**src/rtl/i2cAddrMatchPkg.sv**
```systemverilog
package i2cAddrMatchPkg;
  localparam int ADDR_W    = 7;
  localparam int BYTE_BITS = ADDR_W + 1;
  localparam int CODE_W    = 3;

  localparam logic [ADDR_W-1:0] ALL_CALL_DEFAULT = 7'b1110000;
  localparam logic [7:0]        RESET_CALL_BYTE  = 8'h06;

  localparam logic [CODE_W-1:0] CODE_NONE     = 3'd0;
  localparam logic [CODE_W-1:0] CODE_RESET    = 3'd1;
  localparam logic [CODE_W-1:0] CODE_HW       = 3'd2;
  localparam logic [CODE_W-1:0] CODE_ALL      = 3'd3;
  localparam logic [CODE_W-1:0] CODE_SUB_BASE = 3'd4;

  // strobes from bus control to the address datapath
  typedef struct packed {
    logic startDet;
    logic stopDet;
    logic shiftEn;
    logic evalEn;
    logic ackDone;
  } busStrobe_t;

  // alias default: broadcast pattern with one extra low bit set
  function automatic logic [ADDR_W-1:0] subDefault(input int idx);
    return ALL_CALL_DEFAULT | (ADDR_W'(1) << idx);
  endfunction
endpackage

```
**src/rtl/i2cAddrCtrl.sv**
```systemverilog
module i2cAddrCtrl
  import i2cAddrMatchPkg::*;
(
  input  logic       clk,
  input  logic       rstN,
  input  logic       sclIn,
  input  logic       sdaIn,
  input  logic       hitAny,
  output busStrobe_t strobe,
  output logic       sdaBit,
  output logic       pullLow
);
  localparam int CNT_W = $clog2(BYTE_BITS + 1);

  typedef enum logic [2:0] {ST_IDLE, ST_ADDR, ST_ACK, ST_HOLD, ST_SKIP} state_t;

  logic [1:0] sclSync, sdaSync;
  logic       sclPrev, sdaPrev;
  logic       sclNow, sdaNow, sclRise, sclFall;
  state_t     state, stateNext;
  logic [CNT_W-1:0] bitCnt, bitCntNext;

  always_ff @(posedge clk or negedge rstN) begin
    if (!rstN) begin
      sclSync <= '1;
      sdaSync <= '1;
      sclPrev <= 1'b1;
      sdaPrev <= 1'b1;
    end else begin
      sclSync <= {sclSync[0], sclIn};
      sdaSync <= {sdaSync[0], sdaIn};
      sclPrev <= sclSync[1];
      sdaPrev <= sdaSync[1];
    end
  end

  assign sclNow  = sclSync[1];
  assign sdaNow  = sdaSync[1];
  assign sclRise = sclNow & ~sclPrev;
  assign sclFall = ~sclNow & sclPrev;
  assign sdaBit  = sdaNow;

  always_comb begin
    strobe          = '0;
    strobe.startDet = sclNow & sclPrev & sdaPrev & ~sdaNow;
    strobe.stopDet  = sclNow & sclPrev & ~sdaPrev & sdaNow;
    strobe.shiftEn  = (state == ST_ADDR) && sclRise && (bitCnt < CNT_W'(BYTE_BITS));
    strobe.evalEn   = (state == ST_ADDR) && sclFall && (bitCnt == CNT_W'(BYTE_BITS));
    strobe.ackDone  = (state == ST_ACK) && sclFall;
  end

  always_comb begin
    stateNext  = state;
    bitCntNext = bitCnt;
    if (strobe.startDet) begin
      stateNext  = ST_ADDR;
      bitCntNext = '0;
    end else if (strobe.stopDet) begin
      stateNext  = ST_IDLE;
      bitCntNext = '0;
    end else begin
      unique case (state)
        ST_ADDR: begin
          if (strobe.shiftEn) bitCntNext = bitCnt + 1'b1;
          if (strobe.evalEn)  stateNext  = hitAny ? ST_ACK : ST_SKIP;
        end
        ST_ACK:  if (strobe.ackDone) stateNext = ST_HOLD;
        default: ;
      endcase
    end
  end

  always_ff @(posedge clk or negedge rstN) begin
    if (!rstN) begin
      state  <= ST_IDLE;
      bitCnt <= '0;
    end else begin
      state  <= stateNext;
      bitCnt <= bitCntNext;
    end
  end

  assign pullLow = (state == ST_ACK);
endmodule

```
**src/rtl/i2cAddrData.sv**
```systemverilog
module i2cAddrData
  import i2cAddrMatchPkg::*;
#(
  parameter int NUM_SUB = 3
) (
  input  logic                      clk,
  input  logic                      rstN,
  input  busStrobe_t                strobe,
  input  logic                      sdaBit,
  input  logic [ADDR_W-1:0]         hwAddr,
  input  logic [ADDR_W-1:0]         allCallAddrIn,
  input  logic                      allCallEnIn,
  input  logic [NUM_SUB*ADDR_W-1:0] subAddrIn,
  input  logic [NUM_SUB-1:0]        subEnIn,
  input  logic                      applyOnAck,
  output logic                      hitAny,
  output logic                      matched,
  output logic [CODE_W-1:0]         matchType,
  output logic                      rnw,
  output logic                      resetCallPulse
);
  logic [BYTE_BITS-1:0] shiftReg;
  logic [ADDR_W-1:0]    rxAddr;
  logic                 loadCfg;
  logic [ADDR_W-1:0]    activeAll;
  logic                 activeAllEn;
  logic [NUM_SUB-1:0]   activeSubEn;
  logic [NUM_SUB-1:0]   subHit;
  logic                 rstHit, hwHit, allHit;
  logic [CODE_W-1:0]    hitCode;

  assign rxAddr  = shiftReg[BYTE_BITS-1:1];
  assign loadCfg = applyOnAck ? strobe.ackDone : strobe.stopDet;

  always_ff @(posedge clk or negedge rstN) begin
    if (!rstN)               shiftReg <= '0;
    else if (strobe.shiftEn) shiftReg <= {shiftReg[BYTE_BITS-2:0], sdaBit};
  end

  always_ff @(posedge clk or negedge rstN) begin
    if (!rstN) begin
      activeAll   <= ALL_CALL_DEFAULT;
      activeAllEn <= 1'b1;
      activeSubEn <= '0;
    end else if (loadCfg) begin
      activeAll   <= allCallAddrIn;
      activeAllEn <= allCallEnIn;
      activeSubEn <= subEnIn;
    end
  end

  for (genvar g = 0; g < NUM_SUB; g++) begin : genSub
    logic [ADDR_W-1:0] activeSub;
    always_ff @(posedge clk or negedge rstN) begin
      if (!rstN)        activeSub <= subDefault(g);
      else if (loadCfg) activeSub <= subAddrIn[g*ADDR_W +: ADDR_W];
    end
    assign subHit[g] = activeSubEn[g] && (activeSub == rxAddr);
  end

  assign rstHit = (shiftReg == RESET_CALL_BYTE);
  assign hwHit  = (rxAddr == hwAddr);
  assign allHit = activeAllEn && (activeAll == rxAddr);

  // lowest-priority candidates assigned first, overwritten by higher ones
  always_comb begin
    hitCode = CODE_NONE;
    for (int i = NUM_SUB - 1; i >= 0; i--) begin
      if (subHit[i]) hitCode = CODE_SUB_BASE + CODE_W'(i);
    end
    if (allHit) hitCode = CODE_ALL;
    if (hwHit)  hitCode = CODE_HW;
    if (rstHit) hitCode = CODE_RESET;
  end

  assign hitAny = (hitCode != CODE_NONE);

  always_ff @(posedge clk or negedge rstN) begin
    if (!rstN) begin
      matched        <= 1'b0;
      matchType      <= CODE_NONE;
      rnw            <= 1'b0;
      resetCallPulse <= 1'b0;
    end else begin
      resetCallPulse <= strobe.ackDone && (matchType == CODE_RESET);
      if (strobe.startDet || strobe.stopDet) begin
        matched   <= 1'b0;
        matchType <= CODE_NONE;
        rnw       <= 1'b0;
      end else if (strobe.evalEn) begin
        matched   <= hitAny;
        matchType <= hitCode;
        rnw       <= hitAny & shiftReg[0];
      end
    end
  end
endmodule

```
**src/rtl/i2cAddrMatcher.sv**
```systemverilog
module i2cAddrMatcher
  import i2cAddrMatchPkg::*;
#(
  parameter int NUM_SUB = 3
) (
  input  logic                      clk,
  input  logic                      rstN,
  input  logic                      sclIn,
  input  logic                      sdaIn,
  input  logic [ADDR_W-1:0]         hwAddr,
  input  logic [ADDR_W-1:0]         allCallAddrIn,
  input  logic                      allCallEnIn,
  input  logic [NUM_SUB*ADDR_W-1:0] subAddrIn,
  input  logic [NUM_SUB-1:0]        subEnIn,
  input  logic                      applyOnAck,
  output logic                      sdaPullLow,
  output logic                      matched,
  output logic [CODE_W-1:0]         matchType,
  output logic                      rnw,
  output logic                      resetCallPulse
);
  busStrobe_t strobe;
  logic       sdaBit;
  logic       hitAny;

  i2cAddrCtrl ctrl (
    .clk     (clk),
    .rstN    (rstN),
    .sclIn   (sclIn),
    .sdaIn   (sdaIn),
    .hitAny  (hitAny),
    .strobe  (strobe),
    .sdaBit  (sdaBit),
    .pullLow (sdaPullLow)
  );

  i2cAddrData #(.NUM_SUB(NUM_SUB)) data (
    .clk            (clk),
    .rstN           (rstN),
    .strobe         (strobe),
    .sdaBit         (sdaBit),
    .hwAddr         (hwAddr),
    .allCallAddrIn  (allCallAddrIn),
    .allCallEnIn    (allCallEnIn),
    .subAddrIn      (subAddrIn),
    .subEnIn        (subEnIn),
    .applyOnAck     (applyOnAck),
    .hitAny         (hitAny),
    .matched        (matched),
    .matchType      (matchType),
    .rnw            (rnw),
    .resetCallPulse (resetCallPulse)
  );
endmodule

```
**config.mk**
```make
export PLATFORM = sky130hd
export DESIGN_NAME = i2cAddrMatcher
export DESIGN_NICKNAME = d
export VERILOG_FILES = /design/src/rtl/i2cAddrMatchPkg.sv /design/src/rtl/i2cAddrCtrl.sv /design/src/rtl/i2cAddrData.sv /design/src/rtl/i2cAddrMatcher.sv
export SDC_FILE = /design/constraint.sdc
export NUM_CORES = 1
export LEC_CHECK = 0
export BUFFER_PORTS_ARGS = -buffer_cell sky130_fd_sc_hd__buf_2
export CAP_MARGIN = 20
export CORE_ASPECT_RATIO = 1.4
export CORE_MARGIN = 2
export CORE_UTILIZATION = 60
export CTS_CLUSTER_SIZE = 12
export DETAILED_ROUTE_END_ITERATION = 16
export PLACE_DENSITY = 0.85
export SLEW_MARGIN = 20
export SYNTH_ARGS = -nofsm -noshare
export SYNTH_HDL_FRONTEND = slang
export SYNTH_SLANG_ARGS = --single-unit
```
**constraint.sdc**
```tcl
create_clock -name clk -period 5.4 [get_ports clk]
set_clock_uncertainty 0.05 [all_clocks]
set_input_delay 0.54 -clock clk [delete_from_list [all_inputs] [get_ports clk]]
set_output_delay 0.54 -clock clk [all_outputs]
set_load 0.005 [all_outputs]
```
# Yosys cells after proc, flatten, opt, wreduce, memory -nomap -nowiden
# Index checks and enable logic that the tools add are counted.
[classes]
n_reduce_logical = 18
mux = 23
n_lt_le_gt_ge = 1
bitwise_logic = 12
add_sub_neg = 1
n_mul = 0
eq_ne = 12
div_mod_pow = 0
n_shift = 0
[op_table]
columns = ["op", "count"]
rows = [
  ["2-to-1 mux 3 bit", 13],
  ["equality test 7 bit", 5],
  ["2-to-1 mux 4 bit", 4],
  ["logical AND 1 bit", 10],
  ["nonzero test 3 bit", 3],
  ["AND 1 bit", 8],
  ["equality test 8 x 3 -> 1 bit (second input constant)", 1],
  ["inequality test 4 x 1 -> 1 bit (second input constant)", 2],
  ["equality test 3 x 1 -> 1 bit (second input constant)", 2],
  ["one-hot mux 3 bit (2 select lines)", 1],
  ["2-to-1 mux 1 bit", 5],
  ["adder 4 x 1 -> 4 bit (second input constant)", 1],
  ["equality test 4 bit (second input constant)", 1],
  ["< comparator 4 bit (second input constant)", 1],
  ["NOT 1 bit", 4],
  ["nonzero test 4 bit", 1],
  ["equality test 3 x 2 -> 1 bit (second input constant)", 1],
  ["AND reduction 3 bit", 1],
  ["AND reduction 2 bit", 1],
  ["nonzero test 2 bit", 1],
  ["logical OR 1 bit", 1],
]
[word_totals]
n_memories = 0
latchBits = 0
ff_bits = 59
out_inout_bits = 7
input_bits = 44
romBits = 0
ramBits = 0
word_cells = 84

# Longest topological paths before layout
[depth]
ltp_word = 14
ltp_mapped = 7
ltp_nobuf = 7

# Modules after synthesis
# Synthesis repeated with hierarchy kept, for this count alone.
[hier_totals]
cells_unflattened = 236
area_unflattened_um2 = 2937.8
[by_module_without_submodules]
columns = ["module", "cells_each", "seq_area_each_um2", "area_each_um2", "n_inst"]
rows = [
  ["i2cAddrData", 177, 1171.1, 2323.5, 1],
  ["i2cAddrCtrl", 59, 332.8, 614.3, 1],
]

# Least setup slack after synthesis
# Ideal clock, no wire load.
[synth_path]
path_kind = "register -> register"
startpoint = "register ctrl.state[2]"
endpoint = "register data.shiftReg[0]"
setup_slack_ns = 3.494
path_buffers = 1
setup_time_ns = 0.125
arrival_time_ns = 1.731
t_required_ns = 5.225
path_stages_with_launch = 5
period_less_slack_ns = 1.906
cell_sequence = "dfrtp_1 > or3b_4 > or4b_4 > buf_6 > mux2_4"
[synth_via]
elab_chain_cells = 3
[synth_rtl]
columns = ["element", "line", "text"]
rows = [
  ["from (decl)", "i2cAddrCtrl.sv:20", "state_t state, stateNext;"],
  ["from (signal assigned)", "i2cAddrCtrl.sv:78", "state <= stateNext;"],
  ["equality test 3 x 1 -> 1 bit", "i2cAddrCtrl.sv:47", "strobe.shiftEn = (state == ST_ADDR) && sclRise && (bitCnt < CNT_W'(BYTE_BITS));"],
  ["logical AND 1 bit (2 in series)", "i2cAddrCtrl.sv:47", ""],
  ["to (signal assigned)", "i2cAddrData.sv:37", "else if (strobe.shiftEn) shiftReg <= {shiftReg[BYTE_BITS-2:0], sdaBit};"],
  ["to (decl)", "i2cAddrData.sv:22", "logic [BYTE_BITS-1:0] shiftReg;"],
]
# No other way between the ends.
# A chain may end at the register's enable or synchronous reset.

# Worst setup path in the final report
[layout_path]
startpoint = "register data.shiftReg[6]"
endpoint = "register data.rnw"
[layout_via]
elab_chain_cells = 12
elab_cells_between_ends = 20
cone_classes = "6 x eq/ne; 8 x mux; 1 x bitwise; 5 x reduce/logical"
[layout_rtl]
columns = ["element", "line", "text"]
rows = [
  ["equality test 7 bit", "i2cAddrData.sv:58", "assign subHit[g] = activeSubEn[g] && (activeSub == rxAddr);"],
  ["logical AND 1 bit", "i2cAddrData.sv:58", ""],
  ["2-to-1 mux 3 bit (3 in series)", "i2cAddrData.sv:69", "if (subHit[i]) hitCode = CODE_SUB_BASE + CODE_W'(i);"],
  ["2-to-1 mux 3 bit", "i2cAddrData.sv:71", "if (allHit) hitCode = CODE_ALL;"],
  ["2-to-1 mux 3 bit", "i2cAddrData.sv:72", "if (hwHit) hitCode = CODE_HW;"],
  ["2-to-1 mux 3 bit (*)", "i2cAddrData.sv:73", "if (rstHit) hitCode = CODE_RESET;"],
  ["nonzero test 3 bit (*)", "i2cAddrData.sv:76", "assign hitAny = (hitCode != CODE_NONE);"],
  ["AND 1 bit (*)", "i2cAddrData.sv:93", "rnw <= hitAny & shiftReg[0];"],
  ["2-to-1 mux 1 bit (*)", "i2cAddrData.sv:90", "end else if (strobe.evalEn) begin"],
  ["2-to-1 mux 1 bit (*)", "i2cAddrData.sv:86", "if (strobe.startDet || strobe.stopDet) begin"],
  ["to (signal assigned)", "i2cAddrData.sv:93", ""],
  ["to (decl)", "i2cAddrData.sv:19", "output logic rnw,"],
]
# Mark *: on every way between the ends. The rest lies on a longest branch, timed or not. The select of a mux whose other input is x is not followed.

==> reports/metrics.csv <==
metric,value,unit
status,finished clean,
critical path's slowest cell,dfrtp_1,
GRT Util Overall,23.1,%
area grow syn2layout,16.8,%
P per Cell Area,383,nW/um2
CTS tree,built,
Final min period,2.12,ns
crit path max fanout,8,
leading area contributor after synthesis,dfrtp_1,
Inserted Diodes,0,
Worst Tran Pin Value,0.755,ns
Final setup viols,0,
synthesized area,2900,um2
sequential area share after synthesis,51.9,%
Post-Route Setup TNS,0,ns
pin count of the biggest net entering global routing,60,
crit path cell chain,xnor2_1 -> nand4_1 -> nor4_1 -> nor2_1 -> a311oi_1,
layout cells sized above 1,48.6,%
first-pass GRT wire length,9.36,mm
critical path arrival,2.31,ns
clk sink count,59,
setup bufs post-CTS,0,
Leakage Power,1.51,nW
final worst slack,3.28,ns
drt drc,0,
Synthesis Warnings,0,
IO Port Bufs,50,
post-CTS resize count,0,
Via density,5.42,
remaining antenna violation count after routing,0,
CP bufs+invs,0,
Worst path max stage delay,0.59,ns
Pre-antenna DRT Iters,4,
Max Slew Vio Count,0,
vias post-DR,1876,
post-layout util,73.4,%
synthesized instance count,227,
critical path's top delay family,simple AND/OR/NAND/NOR gates,
Overflow after GRT,0,
Setup Crit Path Kind,reg -> reg,
HP Class,in -> reg,
"wirelength, routed",5.46,mm
fmax,471,MHz
critical path startpoint category,flop,
Chip Height,86.2,um
syn avg cell area,12.8,um2
clock input transition at the sequential cells of the worst setup and hold paths,0.07,ns
max_cap viols,0,
Nets,325,
Rows,29,
die area,5410,um2
placed wire-length estimate,3.82,mm
"FF+latch count, synth",59,
critical path endpoint category,flop,
RSZ-0062 raised after global routing,no,
Worst VDD drop,323,uV
area of the core,4610,um2
Slew headroom,49.2,%
synth top area cells,"dfrtp_1, dfstp_2, mux2_2, xnor2_1, mux2_4",
count of cell types in the netlist,37,
CTS Root Cell,clkbuf_8,
RD Place Congestion,0.917,
H-tree Lvls,3,
DP Area,3160,um2
DR WL/cell,15.8,um
Final Hold Viols,0,
CTS Buf Count,9,
"Clk Latency, worst-skew pair",0.33,ns
CTS Buffer Depth,2,
Iter 0 DRT Violations,120,
share of the synthesized area in the top cell type,32.0,%
initial core utilization,62.9,%
WP data required,5.59,ns
initial antenna violation count,0,
I/O pin total,51,
DIE WIDTH,62.7,um
hold_buf cts,0,
Layout Cell Area excl Fill,3380,um2
fin crit share,39.3,%
dpl ws,3.25,ns
syn nets,273,
vias in the first global route,2014,
==> cell families after synthesis <==
logic type,after synthesis,share of synthesized area [%]
DFF,59,51.9
and+or+nand+nor,51,10.6
muxes,41,16.8
xor gates and xnor gates,38,11.5
AOI/OAI and AO/OA,20,4.71
buffers and inverters,16,3.63
adders and majority gates,2,0.863
==> cell type report <==
| class | instances | area [um2] |
|---|---|---|
| sequential | 59 | 1500 |
| timing repair buffer | 52 | 265 |
| inverter | 5 | 18.8 |
| clock inverter | 5 | 75.1 |
| tap | 62 | 77.6 |
| multi-input combinational | 152 | 1290 |
| fill | 325 | 1220 |
| clock buffer | 11 | 151 |
==> cells in the final DEF, fill, tap and decap left out, types with 6 or more instances in the layout <==
cell,count
buf_2,50
dfrtp_1,37
mux2_2,33
xnor2_1,32
dfstp_2,22
nor2_1,13
nand2_1,11
clkbuf_8,11
nand4_1,8
mux2_4,7
xor2_1,6
==> state kept, by name, summed over array words and instances, names as in the netlist <==
| signal | flops |
|---|---|
| ctrl.sdaSync | 2 |
| data.rnw | 1 |
| data.activeAll | 7 |
| ctrl.sclPrev | 1 |
| data.shiftReg | 8 |
| data.matchType | 3 |
| data.matched | 1 |
| ctrl.state | 3 |
| ctrl.bitCnt | 4 |
| ctrl.sclSync | 2 |
| ctrl.sdaPrev | 1 |
| data.resetCallPulse | 1 |
| data.genSub.activeSub | 21 |
| data.activeSubEn | 3 |
| data.activeAllEn | 1 |
==> synthesized netlist by cell type <==
cell type  number
mux2i_1         1
o21a_1          2
xnor2_1        32
a31oi_1         2
nand2b_1        2
o41ai_2         1
inv_1           5
a22o_1          1
mux2_2         33
mux2_4          7
dfstp_2        22
nor3b_1         1
or4b_4          1
o21ai_0         5
nor4_1          2
or3b_4          1
nor4_4          1
nand2_1        11
nand4_1         8
xor2_1          6
nand3_1         2
a21oi_1         4
a41oi_1         1
nor4bb_1        2
or2_2           1
nor2b_1         2
a311oi_1        2
a22oi_1         1
buf_6           5
o21ai_1         1
nor3_1          2
ha_1            2
buf_2           6
nor2_1         13
or4_4           1
nor3b_4         1
dfrtp_1        37
==> power by group <==
group | switching, W | leakage, nW | internal (W) | total, W
clock network | 0.000169 | 0.119 | 0.000282 | 0.000451
logic | 0.0000811 | 0.672 | 0.000144 | 0.000225
registers | 0.0000773 | 0.716 | 0.000542 | 0.000619
==> through the flow <==
step                      hold WS [ns]  power (W)  std cells
after detailed placement         0.299   0.000852        330
after floorplan                  0.194   0.000796        227
after global placement           0.299   0.000841        330
after CTS                        0.233    0.00131        346
after global routing             0.236    0.00136        346
final                            0.253    0.00130        346
==> final timing paths <==
| kind | from | endpoint | slack, ns | cells after the start |
|---|---|---|---|---|
| worst max-delay path | data.shiftReg[6] | data.rnw | 3.28 | 5 |
| worst min-delay path | sdaIn | ctrl.sdaSync[0] | 0.25 | 1 |
| worst max register to register | data.shiftReg[6] | data.rnw | 3.28 | 5 |
| worst min register to register | ctrl.sdaSync[0] | ctrl.sdaSync[1] | 0.31 | 0 |
| max in group asynchronous | rstN | data.activeAll[2] | 4.55 | 2 |
| min in group asynchronous | rstN | data.shiftReg[0] | 0.29 | 2 |
==> per-layer routing <==
layer	track usage [%]	part of all wire, %	wire (um)
met5	0	0	0
met4	13.9	3.3	182
met3	5.58	4.6	249
met2	39.2	52	2840
met1	26.5	40	2190
No activity file was read; power rests on OpenSTA's default activity.
